[src/rtl/dlq_pkg.sv]
package dlq_pkg;
    typedef enum logic {
        VER_ORIG = 1'b0,
        VER_DUP  = 1'b1
    } ver_e;
endpackage

[src/rtl/dlq_ptr.sv]
module dlq_ptr #(
    parameter int DEPTH = 8,
    localparam int PW = (DEPTH > 1) ? $clog2(DEPTH) : 1
) (
    input  logic          clk,
    input  logic          rst_n,
    input  logic          adv,
    output logic [PW-1:0] ptr
);
    logic [PW-1:0] ptr_d, ptr_q;

    always_comb begin
        ptr_d = ptr_q;
        if (adv) begin
            ptr_d = (ptr_q == PW'(DEPTH - 1)) ? '0 : ptr_q + PW'(1);
        end
    end

    always_ff @(posedge clk) begin
        if (!rst_n) ptr_q <= '0;
        else        ptr_q <= ptr_d;
    end

    assign ptr = ptr_q;

    p_ptr_range_r11: assert property (@(posedge clk) disable iff (!rst_n)
        ptr_q <= PW'(DEPTH - 1));
endmodule

[src/rtl/dlq_store.sv]
module dlq_store #(
    parameter int DEPTH = 8,
    parameter int AW    = 32,
    parameter int DW    = 32,
    localparam int PW = (DEPTH > 1) ? $clog2(DEPTH) : 1
) (
    input  logic          clk,
    input  logic          rst_n,
    input  logic          alloc_en,
    input  logic [PW-1:0] alloc_idx,
    input  logic [AW-1:0] alloc_addr,
    input  logic          fill_en,
    input  logic [PW-1:0] fill_idx,
    input  logic [DW-1:0] fill_data,
    input  logic          free_en,
    input  logic [PW-1:0] head_idx,
    output logic [AW-1:0] head_addr,
    output logic [DW-1:0] head_data,
    output logic          head_filled
);
    typedef struct packed {
        logic          filled;
        logic [AW-1:0] addr;
        logic [DW-1:0] data;
    } ent_t;

    ent_t ent_view [DEPTH];

    for (genvar g = 0; g < DEPTH; g++) begin : g_ent
        ent_t e_d, e_q;

        always_comb begin
            e_d = e_q;
            if (free_en && head_idx == PW'(g)) begin
                e_d.filled = 1'b0;
            end
            if (alloc_en && alloc_idx == PW'(g)) begin
                e_d.filled = 1'b0;
                e_d.addr   = alloc_addr;
            end
            if (fill_en && fill_idx == PW'(g)) begin
                e_d.filled = 1'b1;
                e_d.data   = fill_data;
            end
        end

        always_ff @(posedge clk) begin
            if (!rst_n) e_q <= '0;
            else        e_q <= e_d;
        end

        assign ent_view[g] = e_q;
    end

    assign head_addr   = ent_view[head_idx].addr;
    assign head_data   = ent_view[head_idx].data;
    assign head_filled = ent_view[head_idx].filled;

    // data lands only in an entry still waiting for it
    p_fill_pending_r3: assert property (@(posedge clk) disable iff (!rst_n)
        fill_en |-> !ent_view[fill_idx].filled);
    // a reused slot was released before reallocation
    p_alloc_clean_r11: assert property (@(posedge clk) disable iff (!rst_n)
        alloc_en |-> !ent_view[alloc_idx].filled);
endmodule

[src/rtl/dup_load_queue.sv]
module dup_load_queue #(
    parameter int DEPTH = 8,
    parameter int AW    = 32,
    parameter int DW    = 32,
    localparam int PW = (DEPTH > 1) ? $clog2(DEPTH) : 1,
    localparam int CW = $clog2(DEPTH + 1)
) (
    input  logic          clk,
    input  logic          rst_n,
    input  logic          req_valid,
    input  logic          req_ver,
    input  logic [AW-1:0] req_addr,
    output logic          req_ready,
    output logic          mem_rd_valid,
    output logic [AW-1:0] mem_rd_addr,
    input  logic          mem_rd_ready,
    input  logic          mem_rsp_valid,
    input  logic [DW-1:0] mem_rsp_data,
    output logic          orig_rsp_valid,
    output logic [DW-1:0] orig_rsp_data,
    output logic          dup_rsp_valid,
    output logic [DW-1:0] dup_rsp_data,
    output logic          fault
);
    import dlq_pkg::*;

    typedef struct packed {
        logic [CW-1:0] held;
        logic [CW-1:0] waiting;
        logic          fault;
    } state_t;

    state_t st_d, st_q;

    logic [PW-1:0] wr_idx, fill_idx, rd_idx;
    logic [AW-1:0] head_addr;
    logic [DW-1:0] head_data;
    logic          head_filled;

    logic is_dup, full, empty, dup_ok;
    logic orig_go, dup_go, dup_hit, consume, fill_go;

    always_comb begin
        is_dup  = (ver_e'(req_ver) == VER_DUP);
        full    = (st_q.held == CW'(DEPTH));
        empty   = (st_q.held == '0);
        dup_ok  = empty || head_filled;
        orig_go = req_valid && !is_dup && !full && mem_rd_ready;
        dup_go  = req_valid && is_dup && dup_ok;
        consume = dup_go && !empty;
        dup_hit = consume && (head_addr == req_addr);
        fill_go = mem_rsp_valid && (st_q.waiting != '0);

        st_d         = st_q;
        st_d.held    = st_q.held + CW'(orig_go) - CW'(consume);
        st_d.waiting = st_q.waiting + CW'(orig_go) - CW'(fill_go);
        st_d.fault   = st_q.fault || (dup_go && !dup_hit);
    end

    always_ff @(posedge clk) begin
        if (!rst_n) st_q <= '0;
        else        st_q <= st_d;
    end

    dlq_ptr #(.DEPTH(DEPTH)) u_wr_ptr (
        .clk(clk), .rst_n(rst_n), .adv(orig_go), .ptr(wr_idx));
    dlq_ptr #(.DEPTH(DEPTH)) u_fill_ptr (
        .clk(clk), .rst_n(rst_n), .adv(fill_go), .ptr(fill_idx));
    dlq_ptr #(.DEPTH(DEPTH)) u_rd_ptr (
        .clk(clk), .rst_n(rst_n), .adv(consume), .ptr(rd_idx));

    dlq_store #(.DEPTH(DEPTH), .AW(AW), .DW(DW)) u_store (
        .clk         (clk),
        .rst_n       (rst_n),
        .alloc_en    (orig_go),
        .alloc_idx   (wr_idx),
        .alloc_addr  (req_addr),
        .fill_en     (fill_go),
        .fill_idx    (fill_idx),
        .fill_data   (mem_rsp_data),
        .free_en     (consume),
        .head_idx    (rd_idx),
        .head_addr   (head_addr),
        .head_data   (head_data),
        .head_filled (head_filled)
    );

    assign req_ready      = is_dup ? dup_ok : (!full && mem_rd_ready);
    assign mem_rd_valid   = req_valid && !is_dup && !full;
    assign mem_rd_addr    = req_addr;
    assign orig_rsp_valid = mem_rsp_valid;
    assign orig_rsp_data  = mem_rsp_data;
    assign dup_rsp_valid  = dup_hit;
    assign dup_rsp_data   = head_data;
    assign fault          = st_q.fault;

    p_dup_no_mem_r4: assert property (@(posedge clk) disable iff (!rst_n)
        (req_valid && req_ver) |-> !mem_rd_valid);
    p_full_stall_r7: assert property (@(posedge clk) disable iff (!rst_n)
        (st_q.held == CW'(DEPTH) && req_valid && !req_ver) |-> !req_ready);
    p_no_overflow_r7: assert property (@(posedge clk) disable iff (!rst_n)
        (st_q.held <= CW'(DEPTH)) && (st_q.waiting <= st_q.held));
    p_wait_stall_r6: assert property (@(posedge clk) disable iff (!rst_n)
        (req_valid && req_ver && !empty && !head_filled) |-> !req_ready);
    p_mismatch_fault_r8: assert property (@(posedge clk) disable iff (!rst_n)
        (consume && head_addr != req_addr) |=> fault);
    p_orphan_fault_r9: assert property (@(posedge clk) disable iff (!rst_n)
        (req_valid && req_ver && empty) |=> fault);
    p_fault_sticky_r10: assert property (@(posedge clk) disable iff (!rst_n)
        fault |=> fault);
endmodule

[config.mk]
export PLATFORM = sky130hd
export DESIGN_NAME = dup_load_queue
export DESIGN_NICKNAME = d
export VERILOG_FILES = /design/src/rtl/dlq_pkg.sv /design/src/rtl/dlq_ptr.sv /design/src/rtl/dlq_store.sv /design/src/rtl/dup_load_queue.sv
export SDC_FILE = /design/constraint.sdc
export NUM_CORES = 1
export LEC_CHECK = 0
export BUFFER_PORTS_ARGS = -buffer_cell sky130_fd_sc_hd__buf_2
export CAP_MARGIN = 5
export CORE_MARGIN = 2
export CORE_UTILIZATION = 45
export DETAILED_ROUTE_END_ITERATION = 8
export GPL_TIMING_DRIVEN = 0
export PLACE_DENSITY = 0.73
export SYNTH_ARGS = -nofsm -noshare
export SYNTH_HDL_FRONTEND = slang
export SYNTH_SLANG_ARGS = --single-unit
[constraint.sdc]
create_clock -name clk -period 3.7 [get_ports clk]
set_input_delay 0.185 -clock clk [delete_from_list [all_inputs] [get_ports clk]]
set_output_delay 0.185 -clock clk [all_outputs]
set_load 0.05 [all_outputs]
==> impl_metrics.tcl, run 1 <==
set metrics [dict create \
    stdcell_area_um2 29550 \
    drv_slew 0 \
    synth_top_cell_by_area "dfxtp_1" \
    antenna_cells 0 \
    synth_xor_area_share_pct 1.241 \
    area_growth_pct 16.31 \
    syn_avg_cell_area_um2 9.238 \
    gp_congestion 0.9092 \
    reg2reg_depth 14 \
    final_nets 3083 \
    slowest_stage "or4_4" \
    die_x_um 241.6 \
    crit_required_ps 3510 \
    syn-num-nets 2851 \
    syn_area_um2 25410 \
    wl_per_cell_um 20.23 \
    setup_viol 0 \
    synth.area.mux_share_pct 16.49 \
    drive_gt1_share_pct 16.29 \
    fin_crit_ps 3681 \
    peakVddDrop_uv 382.4 \
    tritoncts "built" \
    hold_viol 0 \
    synth_top_area_share_pct 42.39 \
    cts.sinks 538 \
    die_h_um 241.6 \
    worstPathMaxFanout 10 \
    outcome "completed" \
    final_common_cell "nand2_1" \
    drtIter0Drc 2009 \
    worstPathCellList "buf_4, clkbuf_8, mux4_2, mux2i_1, xor2_2, nand4_1, or4_4, nor4_4, buf_6" \
    fin_util_pct 52.71 \
    synth-simple-area-share_pct 17.59 \
    drcViolationCount 0 \
    hold_class "input port to flop" \
    ys.flop_type "dfxtp_1" \
    vias_per_cell 5.423 \
    clk_pin_slew_ps 60 \
    path_class "flop to output port" \
    dr.pass1.iters 7 \
    power_leakage_nw 10.36 \
    grt_antenna_before_repair 2 \
    cp_top_family "simple AND/OR/NAND/NOR gates" \
    layout_common_cells "nand2_1, dfxtp_1, a21boi_0, clkbuf_1, mux2i_1" \
    io_pins 171 \
    floorplan.initialDensity_pct 45.32 \
    critPathBufInv 3 \
    clk_latency_ps 640 \
    drtAntennaViolNets 0 \
    htree_levels 2 \
    synth_edf_count 0 \
    seq_area_frac_synth_pct 42.39 \
    cts_buffers 54 \
    synth_cell_type_count 50 \
    routed_wl_um 76400 \
    grt_pass1_vias 19820 \
    path_depth 9 \
    worst_setup_path_end_kind "output port" \
    clock.fmax_mhz 271.6 \
    r2r_slack_ps 140 \
    grt_pass1_wl_um 117000 \
    async_reset_ff_share_pct 0 \
    grt_setup_unrepaired "yes" \
    maxCapViolCount 0 \
    die_area_um2 58370 \
    ys_warn_count 0 \
    synth_top_family_by_area "simple AND/OR/NAND/NOR gates" \
    design.core.area_um2 56060 \
    max_stage_delay_ps 550 \
    power.density_nw_per_um2 489.0 \
    cp.arrival_ps 3500 \
    dp_hpwl_um 50900 \
    startpoint_type "flop" \
    cts_buffer_depth 3 \
    track_usage_pct 25.61 \
    synth_seq_cells 538 \
    portBuffers 106 \
    fin_skew_ps 38.36 \
    placed_area_um2 26880 \
    whs_path_depth 3 \
    vias 20480 \
    worst_pin_slew_ps 918.8 \
    num_rows 87 \
    synth-compound-area-share_pct 13.48 \
    grt_max_degree 16 \
    grt_overflow 0 \
    synth_fa_ha_area_share_pct 1.586 \
    min_period_over_period_pct 99.49 \
    synthCells 2750 \
    slew_headroom_pct 38.75 \
    ys_top_cells_by_area "dfxtp_1, nand2_1, a21boi_0" \
    cts_root_buffer "clkbuf_16" \
]
## state kept, by name, summed over array words and instances (netlist names)
| register | cells |
|---|---|
| u_store.ent_view | 520 |
| u_rd_ptr.ptr | 3 |
| u_fill_ptr.ptr | 3 |
| u_wr_ptr.ptr | 3 |
| fault | 1 |
| st_q | 8 |
## logic make-up after synthesis
group,after synthesis
flops,538
fa+ha+maj,31
mux,265
buf+inv,357
simple gates,1071
xor+xnor,36
compound gates,452
## per-layer routing
metal / wire (um) / GRT usage [%] / up-vias / share of wire, %
met3: 6103 / 3.762 / 166 / 8.0
met4: 2575 / 9.518 / 2 / 3.4
li1: - / - / 9576 / -
met2: 36000 / 42.35 / 886 / 47
met5: 11 / 0 / - / 0.014
met1: 31720 / 33.99 / 9852 / 42
## path summary, 6_finish.rpt
kind	from	end
hold / removal	req_addr[20]	u_store.ent_view[117]
hold reg to reg	u_store.ent_view[275]	u_store.ent_view[275]
setup reg to reg	u_rd_ptr.ptr[0]	st_q[7]
setup / recovery	u_rd_ptr.ptr[2]	dup_rsp_valid
## repair_timing
action                                  4_1_cts  5_1_grt
hold buffers                                 54        0
hold endpoints to repair                    365        0
buffers inserted                              8        7
gates cloned                                  0        1
pin swaps                                     4        1
resized for setup                            45       12
endpoints found under the setup margin       33        4
## area by class of cell
| class | count | area [um^2] |
|---|---|---|
| plain buffers | 333 | 1859 |
| clock buffers | 77 | 1578 |
| clock inverters | 18 | 207.7 |
| fillers | 5079 | 26510 |
| inverters | 24 | 91.34 |
| multi-input cells | 1855 | 12880 |
| flip-flops and latches | 538 | 10770 |
| well taps | 756 | 945.9 |
| repair buffers | 176 | 1215 |
## synthesized netlist by cell type, drive strengths merged, types with 5 or more instances
cell    instances
a22o           34
mux4          120
inv            24
and3           13
mux2            7
ha             29
a21boi        394
a21oi           5
clkbuf        189
nand3b          5
nor2            9
nand2         885
dfxtp         538
nor2b         103
xnor2          15
nand4           9
mux2i         138
and2           15
xor2           21
buf           144
nand3          14
nor3            5
## metrics by stage
| step | worst slack [ps] | instances | TNS, ps | hold WS [ps] | power (mW) |
|---|---|---|---|---|---|
| after global routing | -47.67 | 3777 | -47.67 | 43.84 | 14.93 |
| after global placement | -69.36 | 3612 | -69.36 | 446.4 | 8.837 |
| final | 18.72 | 3777 | 0 | 13.15 | 14.45 |
| after floorplan | 530.7 | 2750 | 0 | 438.6 | 8.155 |
| after CTS | -24.63 | 3769 | -24.63 | 4.858 | 14.44 |
| after detailed placement | -100.2 | 3612 | -100.2 | 453.3 | 8.875 |
## tightest hold or removal path: cells and delay by family
family / cells / cell delay [ps]
AOI/OAI and AO/OA: 1 / 80
buffers and inverters: 1 / 210
and+or+nand+nor: 1 / 100
## where the power goes
part / leakage [nW] / switching, mW / internal [mW] / total (mW)
clock network: 0.875 / 2.44 / 3.12 / 5.56
registers: 4.34 / 0.153 / 6.06 / 6.22
logic: 5.14 / 1.75 / 0.922 / 2.67
Power figures use the tool's default switching activity.
==> run 2: changes to the inputs <==
--- a/config.mk
+++ b/config.mk
@@ -7,11 +7,13 @@
 export LEC_CHECK = 0
 export BUFFER_PORTS_ARGS = -buffer_cell sky130_fd_sc_hd__buf_2
 export CAP_MARGIN = 5
+export CORE_ASPECT_RATIO = 1.75
 export CORE_MARGIN = 2
-export CORE_UTILIZATION = 45
+export CORE_UTILIZATION = 28
 export DETAILED_ROUTE_END_ITERATION = 8
 export GPL_TIMING_DRIVEN = 0
-export PLACE_DENSITY = 0.73
+export PLACE_DENSITY = 0.54
+export RECOVER_POWER = 50
 export SYNTH_ARGS = -nofsm -noshare
 export SYNTH_HDL_FRONTEND = slang
 export SYNTH_SLANG_ARGS = --single-unit
==> impl_metrics.tcl, run 2 (synthesis gave the netlist of run 1 again) <==
set metrics [dict create \
    met1_length_um 33010 \
    power_mw 14.44 \
    fin_tns_setup_ps -17.18 \
    detailedPlace.worstSlack_ps -393.5 \
    grt_overflow 0 \
    worst_setup_path_end_kind "output port" \
    peakVddDrop_uv 363.1 \
    worstPathMaxFanout 5 \
    violations "negative setup slack" \
    maxCapViolCount 0 \
    vias_per_cell 4.753 \
    clk_latency_ps 610 \
    die_h_um 402.5 \
    p_sw_mw 4.358 \
    drcViolationCount 0 \
    gp_congestion 0.8774 \
    cts_buffer_depth 3 \
    htree_levels 2 \
    r2r_slack_ps 160 \
    startpoint_type "flop" \
    power_frac_clock_pct 38.1 \
    clk_pin_slew_ps 70 \
    power.density_nw_per_um2 481.7 \
    hold_class "input port to flop" \
    switching_share_pct 30.18 \
    clock.fmax_mhz 269.0 \
    track_usage_pct 18.79 \
    drtAntennaViolNets 0 \
    hold_viol 0 \
    area_growth_pct 18.00 \
    grt_setup_unrepaired "yes" \
    dp_hpwl_um 63400 \
    met2_length_um 47740 \
    met3_length_um 3166 \
    slew_headroom_pct 21.22 \
    setup_viol 1 \
    comb_power_share_pct 18.9 \
    top_layer "met4" \
    fin_crit_ps 3717 \
    floorplan.initialDensity_pct 28.15 \
    dr.pass1.iters 5 \
    final_common_cell "nand2_1" \
    fin_ws_ps -17.18 \
    path_class "flop to output port" \
    die_area_um2 93250 \
    seqPwrFrac_pct 43.0 \
    power_leakage_nw 10.11 \
    n_fill_cell 9439 \
    cts_root_buffer "clkbuf_16" \
    tritoncts "built" \
    fin_skew_ps 33.90 \
    vias 19950 \
    outcome "finished with violations" \
    multi_input_area_um2 12910 \
    num_rows 146 \
    io_pins 171 \
    die_x_um 231.7 \
    grt_pass1_wl_um 131000 \
    power.internal_mw 10.08 \
    cts_buffers 50 \
    portBuffers 106 \
    crit_required_ps 3510 \
    drive_gt1_share_pct 14.38 \
    routed_wl_um 89090 \
    grt_pass1_vias 20300 \
    cts.sinks 538 \
    wl_per_cell_um 21.23 \
    holdWs_ps 20.79 \
    worst_pin_slew_ps 1171 \
    drtIter0Drc 1256 \
    final_nets 3073 \
    seq_area_um2 10780 \
    largest_register_ffs 520 \
    grt_max_degree 15 \
    grt_antenna_before_repair 0 \
    design.core.area_um2 90240 \
    drv_slew 0 \
    cp.arrival_ps 3530 \
    min_period_over_period_pct 100.5 \
    layout_common_cells "nand2_1, dfxtp_1, a21boi_0, clkbuf_1, mux2i_1" \
    fin_util_pct 33.22 \
]
run 2: cell count changes in the layout (fill, tap and decap cells not counted), sizes merged:
cell | before | now
diode | 0 | 1
clkbuf | 265 | 338
buf | 267 | 201
inv | 24 | 23
dlygate4sd3 | 54 | 44
clkinv | 14 | 8
bufinv | 2 | 3
run 2: power by group through the flow:
| stage | registers [mW] | logic, mW | clock network [mW] |
|---|---|---|---|
| floorplan | 6.30 | 1.86 | 0 |
| global placement | 6.33 | 2.65 | 0 |
| detailed placement | 6.34 | 2.66 | 0 |
| CTS | 6.21 | 2.75 | 5.62 |
| global route | 6.24 | 2.93 | 5.83 |
| finish | 6.21 | 2.73 | 5.50 |
run 2: per-layer routing:
layer,track usage (%),vias up
li1,-,9542
met1,19.95,9669
met2,36.18,520
met3,1.753,217
met4,9.615,0
met5,0,-
run 2: area by class of cell:
cell class                 instances  share of cell area [%]
multi-input combinational       1855                   43.06
clock buffer                      80                   5.221
sequential                       538                   35.94
inverter                          24                  0.3381
antenna                            1                0.008347
buffer                           332                   6.273
timing repair buffer             171                   3.681
clock inverter                    12                  0.5342
tap                             1184                   4.942
run 2: worst max-delay path: stages (launching register included):
cell and delay [ps]:
dfxtp_4 390, clkbuf_16 170, clkbuf_16 180, mux4_2 540
mux2i_4 180, xor2_2 150, buf_4 180, nand4_1 110
or4_4 530, nor4_4 300, buf_6 210
run 2: repair_timing:
item / 4_1_cts / 5_1_grt
setup endpoints to repair: 33 / 13
buffers inserted: 12 / 6
endpoints found under the hold margin: 318 / 0
hold buffers: 44 / 0
cloned: 0 / 3
resized for setup: 63 / 16
pin swaps: 5 / 5
run 2: per-stage QoR:
stage,instances,area [um^2]
after global placement,4040,27420
after CTS,4188,29890
final,4197,29980
after floorplan,2750,25410
after detailed placement,4040,27420
after global routing,4196,29980
run 2: path summary, 6_finish.rpt:
check	from	cells past startpoint	end
setup / recovery	u_rd_ptr.ptr[0]	10	dup_rsp_valid
hold reg to reg	u_store.ent_view[328]	2	u_store.ent_view[328]
hold / removal	req_addr[14]	3	u_store.ent_view[306]
setup reg to reg	u_rd_ptr.ptr[0]	13	st_q[7]
==> run 3: changes to the inputs <==
--- a/config.mk
+++ b/config.mk
@@ -6,13 +6,13 @@
 export NUM_CORES = 1
 export LEC_CHECK = 0
 export BUFFER_PORTS_ARGS = -buffer_cell sky130_fd_sc_hd__buf_2
-export CAP_MARGIN = 5
+export CAP_MARGIN = 0
 export CORE_ASPECT_RATIO = 1.75
 export CORE_MARGIN = 2
-export CORE_UTILIZATION = 28
+export CORE_UTILIZATION = 45
 export DETAILED_ROUTE_END_ITERATION = 8
 export GPL_TIMING_DRIVEN = 0
-export PLACE_DENSITY = 0.54
+export PLACE_DENSITY = 0.73
 export RECOVER_POWER = 50
 export SYNTH_ARGS = -nofsm -noshare
 export SYNTH_HDL_FRONTEND = slang
==> impl_metrics.tcl, run 3 (synthesis gave the netlist of run 1 again) <==
set metrics [dict create \
    outcome "completed" \
    layout_common_cells "nand2_1, dfxtp_1, a21boi_0, clkbuf_1, mux2i_1" \
    cp.arrival_ps 3510 \
    crit_end "dup_rsp_valid" \
    min_period_over_period_pct 99.79 \
    dp_hpwl_um 56210 \
    peakVddDrop_uv 435.9 \
    final_common_cell "nand2_1" \
    io_pins 171 \
    gp_congestion 0.9360 \
    drv_slew 0 \
    switching_share_pct 29.69 \
    reg2reg_depth 14 \
    drive_gt1_share_pct 13.77 \
    final_nets 3051 \
    stdcell_area_um2 29010 \
    startpoint_type "flop" \
    hold_class "input port to flop" \
    num_rows 115 \
    stdcell_count 3687 \
    cts_buffer_depth 3 \
    track_usage_pct 26.93 \
    power.internal_mw 9.960 \
    startpoint "u_rd_ptr.ptr[0]" \
    portBuffers 106 \
    drcViolationCount 0 \
    r2r_slack_ps 370 \
    dr.pass1.iters 5 \
    routed_wl_um 79030 \
    cts_root_buffer "clkbuf_16" \
    cts_buffers 48 \
    hold_viol 0 \
    die_area_um2 58450 \
    comb_power_share_pct 18.6 \
    wl_per_cell_um 21.43 \
    tritoncts "built" \
    seqPwrFrac_pct 43.8 \
    die_h_um 318.3 \
    die_x_um 183.6 \
    grt_overflow 0 \
    clk_latency_ps 590 \
    worst_setup_path_end_kind "output port" \
    grt_max_degree 17 \
    worstPathMaxFanout 10 \
    dp.cells 3558 \
    maxCapViolCount 0 \
    path_class "flop to output port" \
    rr_startpoint "st_q[7]" \
    grt_antenna_before_repair 1 \
    worst_pin_slew_ps 1154 \
    design.core.area_um2 55970 \
    slew_headroom_pct 22.40 \
    grt_pass1_vias 20800 \
    floorplan.initialDensity_pct 45.39 \
    largest_register_ffs 520 \
    p_sw_mw 4.207 \
    fin_skew_ps 23.92 \
    placed_area_um2 26810 \
    grt_pass1_wl_um 120200 \
    drtAntennaViolNets 0 \
    r2r-end "st_q[3]" \
    clk_pin_slew_ps 70 \
    drtIter0Drc 1279 \
    area_growth_pct 14.20 \
    fin_crit_ps 3692 \
    crit_required_ps 3510 \
    vias_per_cell 5.518 \
    power_leakage_nw 9.957 \
    clock.fmax_mhz 270.8 \
    setup_viol 0 \
    power_frac_clock_pct 37.5 \
    htree_levels 2 \
    antenna_cells 0 \
    power.density_nw_per_um2 488.3 \
    vias 20340 \
    holdWs_ps 26.03 \
    cts.sinks 538 \
]
[run 3: cell types whose count changed in the layout (fill, tap and decap cells not counted), moves of 2 or more]
cell           previous run  this run
clkinv_8                  2         0
bufinv_16                 3         6
mux4_1                    3         5
dlygate4sd3_1            44        39
clkinvlp_4                2         4
mux4_2                  117       115
clkbuf_16                54        49
clkbuf_8                 20         9
buf_4                   122       110
clkbuf_1                263       261
buf_2                    59        61
[run 3: final cells by class]
type,count,area [um^2]
Buffer,333,1831
Clock inverter,20,271.5
Fill cell,5073,26960
Inverter,24,92.59
Tap cell,702,878.3
Timing Repair Buffer,150,880.8
Multi-Input combinational cell,1855,12920
Clock buffer,65,1366
Sequential cell,538,10770
[run 3: routing by layer]
layer	part of all wire, %	vias up	GRT usage, %
li1	-	9499	-
met1	35	9757	27.92
met2	52	804	49.78
met3	5.5	282	3.282
met4	7.2	2	18.47
met5	0.020	-	0
[run 3: how the worst min path moves through the flow]
| stage | from | end | slack (ps) | cells past startpoint |
|---|---|---|---|---|
| 2_1_floorplan | u_store.ent_view[187] | u_store.ent_view[187] | 440 | 2 |
| 3_3_place_gp | u_store.ent_view[405] | u_store.ent_view[405] | 450 | 2 |
| 3_5_place_dp | u_store.ent_view[32] | u_store.ent_view[32] | 450 | 2 |
| 4_1_cts | req_addr[12] | u_store.ent_view[304] | 2 | 3 |
| 5_1_grt | req_addr[12] | u_store.ent_view[109] | 50 | 3 |
| 6_report | req_addr[12] | u_store.ent_view[239] | 30 | 3 |
[run 3: stage by stage]
step	power [mW]	TNS (ps)	utilization [%]	setup slack, ps
after global routing	14.65	-12.33	51.83	-12.33
after detailed placement	8.909	-169.3	47.91	-169.3
after CTS	14.22	0	51.91	21.90
after global placement	8.867	-202.7	47.91	-202.7
final	14.17	0	51.83	7.657
after floorplan	8.155	0	-	530.7
[run 3: what timing repair did]
item | 4_1_cts | 5_1_grt
pin swaps | 2 | 0
setup buffers | 4 | 1
endpoints found under the setup margin | 33 | 1
cloned | 0 | 0
gates resized for setup | 47 | 10
endpoints found under the hold margin | 288 | 0
hold buffers | 39 | 0
[run 3: critical path, cell delays in order (launching register included)]
cell and delay [ps]:
dfxtp_2 380, buf_12 170, buf_8 220, buf_6 250, inv_2 200, mux2i_2 270
xor2_2 290, nand4_1 130, or4_4 570, nor4_4 220, buf_6 210
[run 3: power by group through the flow]
stage	Combinational (mW)	Sequential (mW)	Clock [mW]
final	2.64	6.21	5.32
after global routing	2.83	6.24	5.59
after CTS	2.64	6.21	5.37
after detailed placement	2.57	6.34	0
after global placement	2.54	6.33	0
after floorplan	1.86	6.30	0
